$ cat src/rtl/mreq_pkg.sv
package mreq_pkg;

  // Two-bit priority class; a larger value is preferred.
  // Normal mode: row hit dominates, then read over write.
  // Drain mode:  write dominates, then row hit.
  function automatic logic [1:0] rank_of(logic drain, logic is_wr, logic hit);
    return drain ? {is_wr, hit} : {hit, ~is_wr};
  endfunction

  // Hysteresis: enter above the high mark, leave only below the low mark.
  function automatic logic hyst_next(logic cur, logic over_hi, logic under_lo);
    return cur ? ~under_lo : over_hi;
  endfunction

endpackage

$ cat src/rtl/mreq_key_gen.sv
module mreq_key_gen
  import mreq_pkg::*;
#(
  parameter int DEPTH = 64,
  parameter int AGE_W = 8,
  localparam int KW = 3 + AGE_W
) (
  input  logic                   drain,
  input  logic [DEPTH-1:0]       ent_valid,
  input  logic [DEPTH-1:0]       ent_write,
  input  logic [DEPTH-1:0]       ent_hit,
  input  logic [DEPTH*AGE_W-1:0] ent_age,
  output logic [DEPTH*KW-1:0]    keys
);

  // Key layout: {valid, class rank, age}; plain magnitude compare orders them.
  for (genvar i = 0; i < DEPTH; i++) begin : g_key
    assign keys[i*KW +: KW] = {ent_valid[i],
                               rank_of(drain, ent_write[i], ent_hit[i]),
                               ent_age[i*AGE_W +: AGE_W]};
  end

endmodule

$ cat src/rtl/mreq_pick_tree.sv
module mreq_pick_tree #(
  parameter int N  = 64,
  parameter int KW = 11,
  localparam int IW = (N > 1) ? $clog2(N) : 1
) (
  input  logic [N*KW-1:0] keys,
  output logic [KW-1:0]   win_key,
  output logic [IW-1:0]   win_idx
);

  // Heap-ordered binary tree: node n has children 2n+1 (lower indices) and 2n+2.
  logic [KW-1:0] nk [2*N-1];
  logic [IW-1:0] ni [2*N-1];

  for (genvar i = 0; i < N; i++) begin : g_leaf
    assign nk[N-1+i] = keys[i*KW +: KW];
    assign ni[N-1+i] = IW'(i);
  end

  // Left side wins ties, which gives the lowest index on equal keys.
  for (genvar n = 0; n < N-1; n++) begin : g_node
    logic take_left;
    assign take_left = (nk[2*n+1] >= nk[2*n+2]);
    assign nk[n] = take_left ? nk[2*n+1] : nk[2*n+2];
    assign ni[n] = take_left ? ni[2*n+1] : ni[2*n+2];
  end

  assign win_key = nk[0];
  assign win_idx = ni[0];

endmodule

$ cat src/rtl/mreq_wr_tracker.sv
module mreq_wr_tracker
  import mreq_pkg::*;
#(
  parameter int DEPTH = 64,
  localparam int CW = $clog2(DEPTH + 1)
) (
  input  logic          clk,
  input  logic          rst_n,
  input  logic          inc,
  input  logic          dec,
  output logic [CW-1:0] wr_cnt,
  output logic          drain
);

  localparam logic [CW-1:0] HI_MARK = CW'(DEPTH / 2);
  localparam logic [CW-1:0] LO_MARK = CW'(DEPTH / 4);
  localparam logic [CW-1:0] MAX_CNT = CW'(DEPTH);

  function automatic logic [CW-1:0] step_count(logic [CW-1:0] c, logic up, logic dn);
    if (up && !dn && c < MAX_CNT) return c + 1'b1;
    if (dn && !up && c != '0)     return c - 1'b1;
    return c;
  endfunction

  logic [CW-1:0] cnt_d;
  logic          drain_d;

  assign cnt_d   = step_count(wr_cnt, inc, dec);
  assign drain_d = hyst_next(drain, cnt_d > HI_MARK, cnt_d < LO_MARK);

  always_ff @(posedge clk) begin
    if (!rst_n) begin
      wr_cnt <= '0;
      drain  <= 1'b0;
    end else begin
      wr_cnt <= cnt_d;
      drain  <= drain_d;
    end
  end

endmodule

$ cat src/rtl/mreq_picker.sv
module mreq_picker #(
  parameter int DEPTH = 64,
  parameter int AGE_W = 8,
  localparam int IW = $clog2(DEPTH),
  localparam int CW = $clog2(DEPTH + 1),
  localparam int KW = 3 + AGE_W
) (
  input  logic                   clk,
  input  logic                   rst_n,
  input  logic [DEPTH-1:0]       ent_valid,
  input  logic [DEPTH-1:0]       ent_write,
  input  logic [DEPTH-1:0]       ent_hit,
  input  logic [DEPTH*AGE_W-1:0] ent_age,
  input  logic                   enq_write,
  output logic                   grant_valid,
  output logic [DEPTH-1:0]       grant_oh,
  output logic [IW-1:0]          grant_idx,
  output logic                   drain_mode
);

  logic [DEPTH*KW-1:0] keys;
  logic [KW-1:0]       win_key;
  logic [IW-1:0]       win_idx;
  logic                wr_inc;   // write count event: new write queued
  logic                wr_dec;   // write count event: write granted
  logic [CW-1:0]       wr_cnt;

  mreq_key_gen #(.DEPTH(DEPTH), .AGE_W(AGE_W)) u_keys (
    .drain     (drain_mode),
    .ent_valid (ent_valid),
    .ent_write (ent_write),
    .ent_hit   (ent_hit),
    .ent_age   (ent_age),
    .keys      (keys)
  );

  mreq_pick_tree #(.N(DEPTH), .KW(KW)) u_tree (
    .keys    (keys),
    .win_key (win_key),
    .win_idx (win_idx)
  );

  assign grant_valid = win_key[KW-1];
  assign grant_idx   = win_idx;

  for (genvar i = 0; i < DEPTH; i++) begin : g_oh
    assign grant_oh[i] = grant_valid && (win_idx == IW'(i));
  end

  assign wr_inc = enq_write;
  assign wr_dec = grant_valid && ent_write[win_idx];

  mreq_wr_tracker #(.DEPTH(DEPTH)) u_track (
    .clk    (clk),
    .rst_n  (rst_n),
    .inc    (wr_inc),
    .dec    (wr_dec),
    .wr_cnt (wr_cnt),
    .drain  (drain_mode)
  );

endmodule

$ cat config.mk
export PLATFORM = sky130hd
export DESIGN_NAME = mreq_picker
export DESIGN_NICKNAME = d
export VERILOG_FILES = /design/src/rtl/mreq_pkg.sv /design/src/rtl/mreq_key_gen.sv /design/src/rtl/mreq_pick_tree.sv /design/src/rtl/mreq_wr_tracker.sv /design/src/rtl/mreq_picker.sv
export SDC_FILE = /design/constraint.sdc
export NUM_CORES = 2
export LEC_CHECK = 0
export CORE_AREA = 4 4 305 307
export CTS_BUF_LIST = sky130_fd_sc_hd__clkbuf_16
export DETAILED_ROUTE_END_ITERATION = 7
export DIE_AREA = 0 0 309 311
export PLACE_DENSITY = 0.64
export SYNTH_ARGS = -nofsm -noshare
export SYNTH_HDL_FRONTEND = slang
export SYNTH_SLANG_ARGS = --single-unit
$ cat constraint.sdc
create_clock -name clk -period 70.2 [get_ports clk]
set_clock_uncertainty 0.2 [all_clocks]
set_input_delay 17.55 -clock clk [delete_from_list [all_inputs] [get_ports clk]]
set_output_delay 17.55 -clock clk [all_outputs]
set_load 0.05 [all_outputs]
==> out/summary.txt <==
Crit path time final = 53.05 ns
Die Ht = 311 um
Total GRT Usage = 24.0%
Commonest cells in the netlist = 659 x ha_1, 585 x inv_1, 357 x nor2_1, 329 x mux2i_1, 326 x a21oi_1
Gate Count Post-Synth = 3,934
Clock transition at path regs = 0.04 ns
Routed vias/inst = 5.33
Top_reg_cell synth = dfxtp_1
Most frequent cell after synthesis = ha_1
Largest net degree at the start of global routing = 63
Synth warnings = 0
CP most frequent cell = a21o_1
Filler instances = 9,300
Worst EP arrival = 35.30 ns
Starting Density = 31.1%
Worst Path Class, Setup = in -> out
Critical R2R Capture = u_track.drain$_SDFF_PN0_
Hold Vio Cnt, Final = 0
Startpoint class of the critical path = input port
Cells on worst reg2reg path = 72
Crit path buf inv count = 5
CORE AREA = 0.0900 mm2
Endpoint class of the critical path = output pin
CTS tree = built
Longest Clk Path Bufs = 2
Hold depth = 2
Worst Hold Class = reg -> reg
Worst Path Required = 52.45 ns
Async SR Flop Fraction = 0%
Fin nets = 5,987
FF-to-FF setup slack = 50.79 ns
CP startpoint = ent_write[3]
Die area = 0.0961 mm2
Post-route clock period utilization = 75.6%
Die width = 309 um
Antenna Violating Nets Remaining = 0
Post-synth EDFFs = 0
Port bufs = 778
DRT Pass-1 Iters = 7
Post-synth top area share = 29.5%
Vias after detailed routing = 31,077
Clk Latency, worst-skew pair = 0.23 ns
Synth Cell Area = 0.0280 mm2
RSZ-0062 raised after global routing = no
CTS Hold Bufs = 0
Post-cts resize count = 0
Total grt overflow = 0
P&R area growth vs syn = 32.6%
Clk root buf = clkbuf_16
CTS Sinks = 8
Final setup vio count = 0
R2R Path Start = u_track.drain$_SDFF_PN0_
Synth Register Bits = 8
Yosys cell types = 110
Max-cap violation count = 0
CP max-delay cell = clkdlybuf4s50_1
WHS Endpoint = u_track.wr_cnt[5]$_SDFF_PN0_
Dpl cell area = 0.0369 mm2
Cts bufs inserted = 3
CP top delay family = compound AO/OA/AOI/OAI gates
1st-iter DRT viols = 1,749
Avg Cell Area, Syn = 7.11 um2
H-tree depth = 1
Synthesized net count = 5,300
Postcts setup bufs = 0
Num rows = 110
Detailed-route wire length per cell = 21.1 um
Routability cong. = 0.964
Crit-path max cell delay = 0.90 ns
Actual slew at the worst max-slew pin = 1.14 ns
Number of global-route vias before repair = 30,461
Crit-path max FO = 35
Hold path start = u_track.wr_cnt[5]$_SDFF_PN0_
Post-Layout Inst Area = 0.0371 mm2
Remaining DRCs = 0
Status = completed
Layout cells sized above 1 = 4.39%
Post-DP HPWL = 109 mm
Yosys top cell by area = ha_1
Fmax = 18.9 MHz
Top cells by area, synth = ha_1 29%, mux2i_1 12%, inv_1 7.9%
Total wire length = 123 mm
Seq/Total Area, Yosys = 0.573%
First-pass GRT wire length = 179 mm
IO Pins = 779
Max Slew Vio Count = 0
Max-Slew Margin vs Limit = 23.5%
Initial antenna violation count = 41
TNS Setup = 0 ns
-- flip-flops by register name (all words and copies together) (netlist names) --
register        flops
u_track.drain       1
u_track.wr_cnt      7
-- worst reg2reg max path: cells and delay by family, from the launching register on --
kind	cells	cell delay, ns
mux	3	0.88
fa+ha+maj	7	2.04
flops	1	0.50
compound gates	40	9.28
buf+inv	5	1.62
simple gates	17	4.82
-- cells in the final DEF (no fill, tap or decap), types with 33 or more instances in the layout --
| cell | instances |
|---|---|
| inv_1 | 586 |
| nor3_1 | 46 |
| diode_2 | 33 |
| o211ai_1 | 40 |
| ha_1 | 659 |
| o21ai_0 | 251 |
| nand3_1 | 48 |
| nor2_1 | 357 |
| nand2_1 | 287 |
| a211oi_1 | 41 |
| clkdlybuf4s50_1 | 778 |
| nand4_1 | 33 |
| a21oi_1 | 325 |
| mux2_2 | 77 |
| a21o_1 | 111 |
| nor2b_1 | 34 |
| mux2i_1 | 329 |
| o21a_1 | 93 |
| nand2b_1 | 56 |
-- stage by stage --
stage | instances | setup slack, ns | hold slack, ns | util [%]
2_1_floorplan | 3934 | 19.63 | 0.275 | -
6_report | 5829 | 17.15 | 0.324 | 41.2
3_5_place_dp | 5792 | 17.39 | 0.320 | 41.0
4_1_cts | 5796 | 17.33 | 0.325 | 41.1
3_3_place_gp | 5792 | 17.65 | 0.313 | 41.0
5_1_grt | 5822 | 15.88 | 0.388 | 41.2
-- cell families (layout without fill, tap and decap cells) --
family / Yosys count / in the layout / synth area share (%)
buf+inv: 716 / 1402 / 9.94
compound gates: 1141 / 1141 / 26.9
xor+xnor: 9 / 9 / 0.282
simple gates: 966 / 966 / 15.8
flops: 8 / 8 / 0.573
fa+ha+maj: 663 / 663 / 29.6
other cells: 0 / 33 / 0
mux: 431 / 431 / 16.9
-- cell type report --
type,count,area [um2],share of cell area (%)
clock inverter,1,3.75,0.0101
timing repair buffer,809,8020,21.6
inverter,589,2210,5.97
tap,1176,1470,3.97
multi-input combinational,3210,25100,67.6
antenna,33,82.6,0.223
clock buffer,3,75.1,0.202
sequential,8,164,0.442
-- metal layers --
layer	global-route usage, %	vias to the layer above	share of wire [%]
li1	-	15618	-
met1	28.5	14350	42
met2	43.1	905	49
met3	4.00	184	6.0
met4	9.02	20	3.6
met5	0	-	0.12
-- how the worst max path moves through the flow --
stage	endpoint	slack [ns]	depth (start not counted)
final	grant_oh[47]	17.15	63
after global routing	grant_oh[46]	15.88	62
after CTS	grant_oh[46]	17.33	62
after detailed placement	grant_oh[46]	17.39	62
after global placement	grant_oh[45]	17.65	63
after floorplan	grant_oh[11]	19.63	86
Power is not shown: default switching activity piles up to over one toggle a cycle in this logic, so the estimate is an artifact.
